### src/rtl/split_irq_pkg.sv
package split_irq_pkg;

    localparam int unsigned REG_W   = 16;
    localparam int unsigned SRC_N   = 5;
    localparam int unsigned CLR_LSB = 8;

    typedef enum logic [0:0] {
        SRC_IDLE = 1'b0,
        SRC_PEND = 1'b1
    } src_state_e;

endpackage

### src/rtl/split_irq_src.sv
module split_irq_src
    import split_irq_pkg::*;
(
    input  logic clk,
    input  logic rst_n,
    input  logic req_i,
    input  logic en_i,
    input  logic clr_i,
    output logic pend_o
);

    src_state_e state_q;
    src_state_e state_d;
    logic       capture;

    assign capture = req_i && en_i;

    always_ff @(posedge clk) begin
        if (!rst_n) state_q <= SRC_IDLE;
        else        state_q <= state_d;
    end

    always_comb begin
        state_d = state_q;
        unique case (state_q)
            SRC_IDLE: if (capture)           state_d = SRC_PEND;
            SRC_PEND: if (clr_i && !capture) state_d = SRC_IDLE;
            default:                          state_d = SRC_IDLE;
        endcase
    end

    always_comb begin
        pend_o = 1'b0;
        unique case (state_q)
            SRC_IDLE: pend_o = 1'b0;
            SRC_PEND: pend_o = 1'b1;
            default:  pend_o = 1'b0;
        endcase
    end

    AST_NO_LATCH_WHEN_DISABLED: assert property (@(posedge clk) disable iff (!rst_n)
        (!pend_o && !(req_i && en_i)) |=> !pend_o);
    AST_HOLD_UNTIL_CLEAR: assert property (@(posedge clk) disable iff (!rst_n)
        (pend_o && !clr_i) |=> pend_o);
    AST_CLEAR_DROPS: assert property (@(posedge clk) disable iff (!rst_n)
        (pend_o && clr_i && !(req_i && en_i)) |=> !pend_o);
    AST_REQUEST_WINS: assert property (@(posedge clk) disable iff (!rst_n)
        (req_i && en_i) |=> pend_o);

endmodule

### src/rtl/split_irq_regs.sv
module split_irq_regs
    import split_irq_pkg::*;
#(
    parameter int unsigned NUM_SRC = SRC_N,
    parameter int unsigned DATA_W  = REG_W,
    parameter int unsigned CLR_POS = CLR_LSB
) (
    input  logic               clk,
    input  logic               rst_n,
    input  logic               wr_en_i,
    input  logic [DATA_W-1:0]  wr_data_i,
    input  logic [NUM_SRC-1:0] pend_i,
    output logic [NUM_SRC-1:0] en_o,
    output logic [NUM_SRC-1:0] clr_o,
    output logic [DATA_W-1:0]  rd_data_o
);

    localparam int unsigned CLR_TOP = CLR_POS + NUM_SRC - 1;

    logic [NUM_SRC-1:0] en_q;

    always_ff @(posedge clk) begin
        if (!rst_n)       en_q <= '0;
        else if (wr_en_i) en_q <= wr_data_i[NUM_SRC-1:0];
    end

    assign en_o  = en_q;
    assign clr_o = wr_en_i ? wr_data_i[CLR_TOP:CLR_POS] : '0;

    always_comb begin
        rd_data_o                    = '0;
        rd_data_o[NUM_SRC-1:0]       = en_q;
        rd_data_o[CLR_TOP:CLR_POS]   = pend_i;
    end

    AST_ENABLE_LOAD: assert property (@(posedge clk) disable iff (!rst_n)
        wr_en_i |=> (rd_data_o[NUM_SRC-1:0] == $past(wr_data_i[NUM_SRC-1:0])));
    AST_ENABLE_KEEP: assert property (@(posedge clk) disable iff (!rst_n)
        !wr_en_i |=> $stable(rd_data_o[NUM_SRC-1:0]));

endmodule

### src/rtl/split_irq_ctrl.sv
module split_irq_ctrl
    import split_irq_pkg::*;
#(
    parameter int unsigned NUM_SRC = SRC_N,
    parameter int unsigned DATA_W  = REG_W
) (
    input  logic               clk,
    input  logic               rst_n,
    input  logic [NUM_SRC-1:0] src_req_i,
    input  logic               wr_en_i,
    input  logic [DATA_W-1:0]  wr_data_i,
    output logic [DATA_W-1:0]  rd_data_o,
    output logic               irq_o
);

    localparam int unsigned CLR_TOP = CLR_LSB + NUM_SRC - 1;

    logic [NUM_SRC-1:0] en;
    logic [NUM_SRC-1:0] clr;
    logic [NUM_SRC-1:0] pend;

    split_irq_regs #(
        .NUM_SRC (NUM_SRC),
        .DATA_W  (DATA_W),
        .CLR_POS (CLR_LSB)
    ) u_regs (
        .clk       (clk),
        .rst_n     (rst_n),
        .wr_en_i   (wr_en_i),
        .wr_data_i (wr_data_i),
        .pend_i    (pend),
        .en_o      (en),
        .clr_o     (clr),
        .rd_data_o (rd_data_o)
    );

    for (genvar gi = 0; gi < NUM_SRC; gi++) begin : g_src
        split_irq_src u_src (
            .clk    (clk),
            .rst_n  (rst_n),
            .req_i  (src_req_i[gi]),
            .en_i   (en[gi]),
            .clr_i  (clr[gi]),
            .pend_o (pend[gi])
        );
    end

    assign irq_o = |pend;

    AST_IRQ_MATCHES_READ: assert property (@(posedge clk) disable iff (!rst_n)
        irq_o == (rd_data_o[CLR_TOP:CLR_LSB] != '0));
    AST_DISABLE_KEEPS_PEND: assert property (@(posedge clk) disable iff (!rst_n)
        (wr_en_i && irq_o && (wr_data_i[CLR_TOP:CLR_LSB] == '0)) |=> irq_o);

endmodule

### config.mk
export PLATFORM = sky130hd
export DESIGN_NAME = split_irq_ctrl
export DESIGN_NICKNAME = d
export VERILOG_FILES = /design/src/rtl/split_irq_pkg.sv /design/src/rtl/split_irq_src.sv /design/src/rtl/split_irq_regs.sv /design/src/rtl/split_irq_ctrl.sv
export SDC_FILE = /design/constraint.sdc
export NUM_CORES = 1
export LEC_CHECK = 0
export ABC_AREA = 1
export BUFFER_PORTS_ARGS = -buffer_cell sky130_fd_sc_hd__buf_2
export CAP_MARGIN = 10
export CELL_PAD_IN_SITES_DETAIL_PLACEMENT = 1
export CELL_PAD_IN_SITES_GLOBAL_PLACEMENT = 2
export CORE_MARGIN = 2
export CORE_UTILIZATION = 18
export DETAILED_ROUTE_END_ITERATION = 10
export PLACE_DENSITY_LB_ADDON = 0.1
export SKIP_LAST_GASP = 1
export SYNTH_ARGS = -nofsm -noshare
export SYNTH_HDL_FRONTEND = slang
export SYNTH_SLANG_ARGS = --single-unit
### constraint.sdc
create_clock -name clk -period 0.9 [get_ports clk]
set_input_delay 0.09 -clock clk [delete_from_list [all_inputs] [get_ports clk]]
set_output_delay 0.09 -clock clk [all_outputs]
set_load 0.02 [all_outputs]
==> impl_metrics.env <==
export IMPL_status="finished, violations left"
export IMPL_violations="setup timing"
export IMPL_clk_pin_slew_ns=0.06
export IMPL_n_antenna_cell=0
export IMPL_rsz0062_at_grt="yes"
export IMPL_leakagePower_nw=0.324
export IMPL_gp_congestion=0.697
export IMPL_grt_antenna_before_repair=0
export IMPL_min_delay_start="wr_data_i[3]"
export IMPL_clock_latency_ns=0.26
export IMPL_synth_adder_area_share_pct=0
export IMPL_met3_length_microns=99
export IMPL_syn_area_sq_um=499
export IMPL_yosys_area_top_type_share_pct=40.1
export IMPL_path_class="reg2out"
export IMPL_power_mw=1.02
export IMPL_postRouteWirelength_microns=1260
export IMPL_layout_drive_gt1_share_pct=46.6
export IMPL_synthCells=68
export IMPL_hold_violations=0
export IMPL_setup_viol=2
export IMPL_fmax_ghz=0.951
export IMPL_grt_pass1_vias=440
export IMPL_synth_xor_area_share_pct=0
export IMPL_rr_startpoint="g_src[4].u_src.state_q"
export IMPL_dr_wl_met2_microns=565
export IMPL_cts_sinks=10
export IMPL_final_area_sq_um=643
export IMPL_hpwlAfterDp_microns=972
export IMPL_arrival_ns=0.96
export IMPL_ys_seq_area_share_pct=40.1
export IMPL_cts_inserted_buffers=3
export IMPL_fillers=347
export IMPL_io_buffers=28
export IMPL_nets=114
export IMPL_grtUsageTotal_pct=8.65
export IMPL_met1Wirelength_microns=581
export IMPL_synth_common_cells="16 x buf_4, 16 x nand2_1, 11 x nor2_1, 10 x dfxtp_1"
export IMPL_highest_layer="met4"
export IMPL_ir_drop_v=0.000803
export IMPL_cts_tree="built"
export IMPL_fin_ws_ns=-0.152
export IMPL_wl_per_cell_microns=10.6
export IMPL_drtIter0Drc=6
export IMPL_core_area_sq_um=2690
export IMPL_required_ns=0.81
export IMPL_synth_mux_area_share_pct=0
export IMPL_hold_path_class="in2reg"
export IMPL_placed_cell_area_sq_um=566
export IMPL_fp_dieH_microns=56.7
export IMPL_seq_area_sq_um=210
export IMPL_syn_to_final_growth_pct=28.8
export IMPL_syn_avg_cell_area_sq_um=7.34
export IMPL_hold_buffers=0
export IMPL_ys_warn_count=0
export IMPL_avgViaCountPerCell=3.63
export IMPL_core_rowCount=19
export IMPL_synth_simple_area_share_pct=21.3
export IMPL_crit_start="g_src[4].u_src.state_q"
export IMPL_synth_top_family_by_area="buffers and inverters"
export IMPL_start_kind="flop"
export IMPL_dr_pass1_iters=3
export IMPL_finalClockSkew_ns=0.0000632
export IMPL_cts_max_level=1
export IMPL_drc_errors=0
export IMPL_synth_ff_type="dfxtp_1"
export IMPL_start_util_pct=18.6
export IMPL_die_area_sq_um=3210
export IMPL_synth_compound_area_share_pct=10.0
export IMPL_cellPowerDensity_nw_per_um2=1590
export IMPL_period_share_pct=117
export IMPL_maxCapViolCount=0
export IMPL_end_kind="primary output"
export IMPL_vias=432
export IMPL_die_w_microns=56.7
export IMPL_grt_remaining_overflow=0
export IMPL_grt_pass1_wl_microns=2010
export IMPL_cts_root_buf="clkbuf_4"
export IMPL_synth_edff_count=0
export IMPL_crit_path_max_fanout=2
export IMPL_slew_violations=0
export IMPL_yosysTopAreaCell="dfxtp_1"
export IMPL_synth_cell_type_count=10
export IMPL_cts_buffer_depth=2
export IMPL_grt_max_degree=12
export IMPL_multi_input_area_sq_um=184
export IMPL_fin_crit_ns=1.05
export IMPL_synthTopCellsByArea="dfxtp_1 40%, buf_4 24%, nand2_1 12%, nor2_1 8.3%, a21oi_1 5.0%"
export IMPL_ys_ff_latch=10
export IMPL_ant_nets=0
export IMPL_ios=41
export IMPL_ys_async_sr_fraction_pct=0
[layer usage]
layer  vias to the layer above  global-route usage, %
li1                        230                      -
met1                       183                   9.90
met2                        17                   14.0
met3                         2                   4.84
met4                         0                   2.04
met5                         -                      0
[stage by stage]
step	instances	TNS [ns]	hold slack, ns	util [%]	setup slack, ns
2_1_floorplan	73	0	0.225	-	0.188
3_3_place_gp	115	0	0.313	21.1	0.0804
3_5_place_dp	115	0	0.324	21.1	0.0757
4_1_cts	119	-0.229	0.0462	23.1	-0.176
5_1_grt	119	-0.273	0.0598	23.9	-0.217
6_report	119	-0.181	0.0530	23.9	-0.152
[flip-flops by register name, indices dropped and copies added, names as in the netlist]
signal	count
g_src.u_src.state_q	5
u_regs.en_o	5
[cells in the final DEF (no fill, tap or decap)]
master	synthesis	routed
inv_1	2	2
conb_1	1	6
clkbuf_4	0	3
nor3_2	0	1
buf_4	16	9
dfxtp_2	0	8
dfxtp_1	10	2
buf_6	1	2
a21oi_1	5	5
o21ai_0	5	5
buf_2	0	18
nor2_1	11	11
nand2_1	16	16
[worst paths after layout]
check / endpoint / slack [ns] / cells past startpoint
setup / recovery: irq_o / -0.15 / 3
setup reg to reg: g_src[4].u_src.state_q / 0.20 / 3
hold reg to reg: g_src[0].u_src.state_q / 0.47 / 2
hold / removal: u_regs.en_o[3] / 0.05 / 3
[worst max-delay path, stage by stage, from the launching register on]
cell     delay, ns
dfxtp_2       0.33
nor3_2        0.17
nand2_1       0.08
buf_6         0.13
[where the power goes]
group	total, mW	switching, mW	internal (mW)
Sequential	0.494	0.0201	0.474
Combinational	0.226	0.129	0.0970
Clock	0.301	0.147	0.154
[logic make-up (layout without fill, tap and decap cells)]
logic type / count (synthesis) / after routing
other cells: 1 / 6
buf+inv: 19 / 34
compound gates: 10 / 10
simple gates: 28 / 28
flops: 10 / 10
[repair_timing]
action	CTS	global route
gates cloned	0	0
pin swaps	1	1
buffers inserted	1	0
gates resized for setup	9	12
setup endpoints to repair	4	10
[area by class of cell]
type	count	share of cell area (%)
timing repair buffer	29	28.0
sequential	10	32.7
tap	31	6.03
multi-input combinational	44	28.6
clock buffer	3	3.50
inverter	2	1.17
Note: power is estimated with default switching activity, not from simulation.
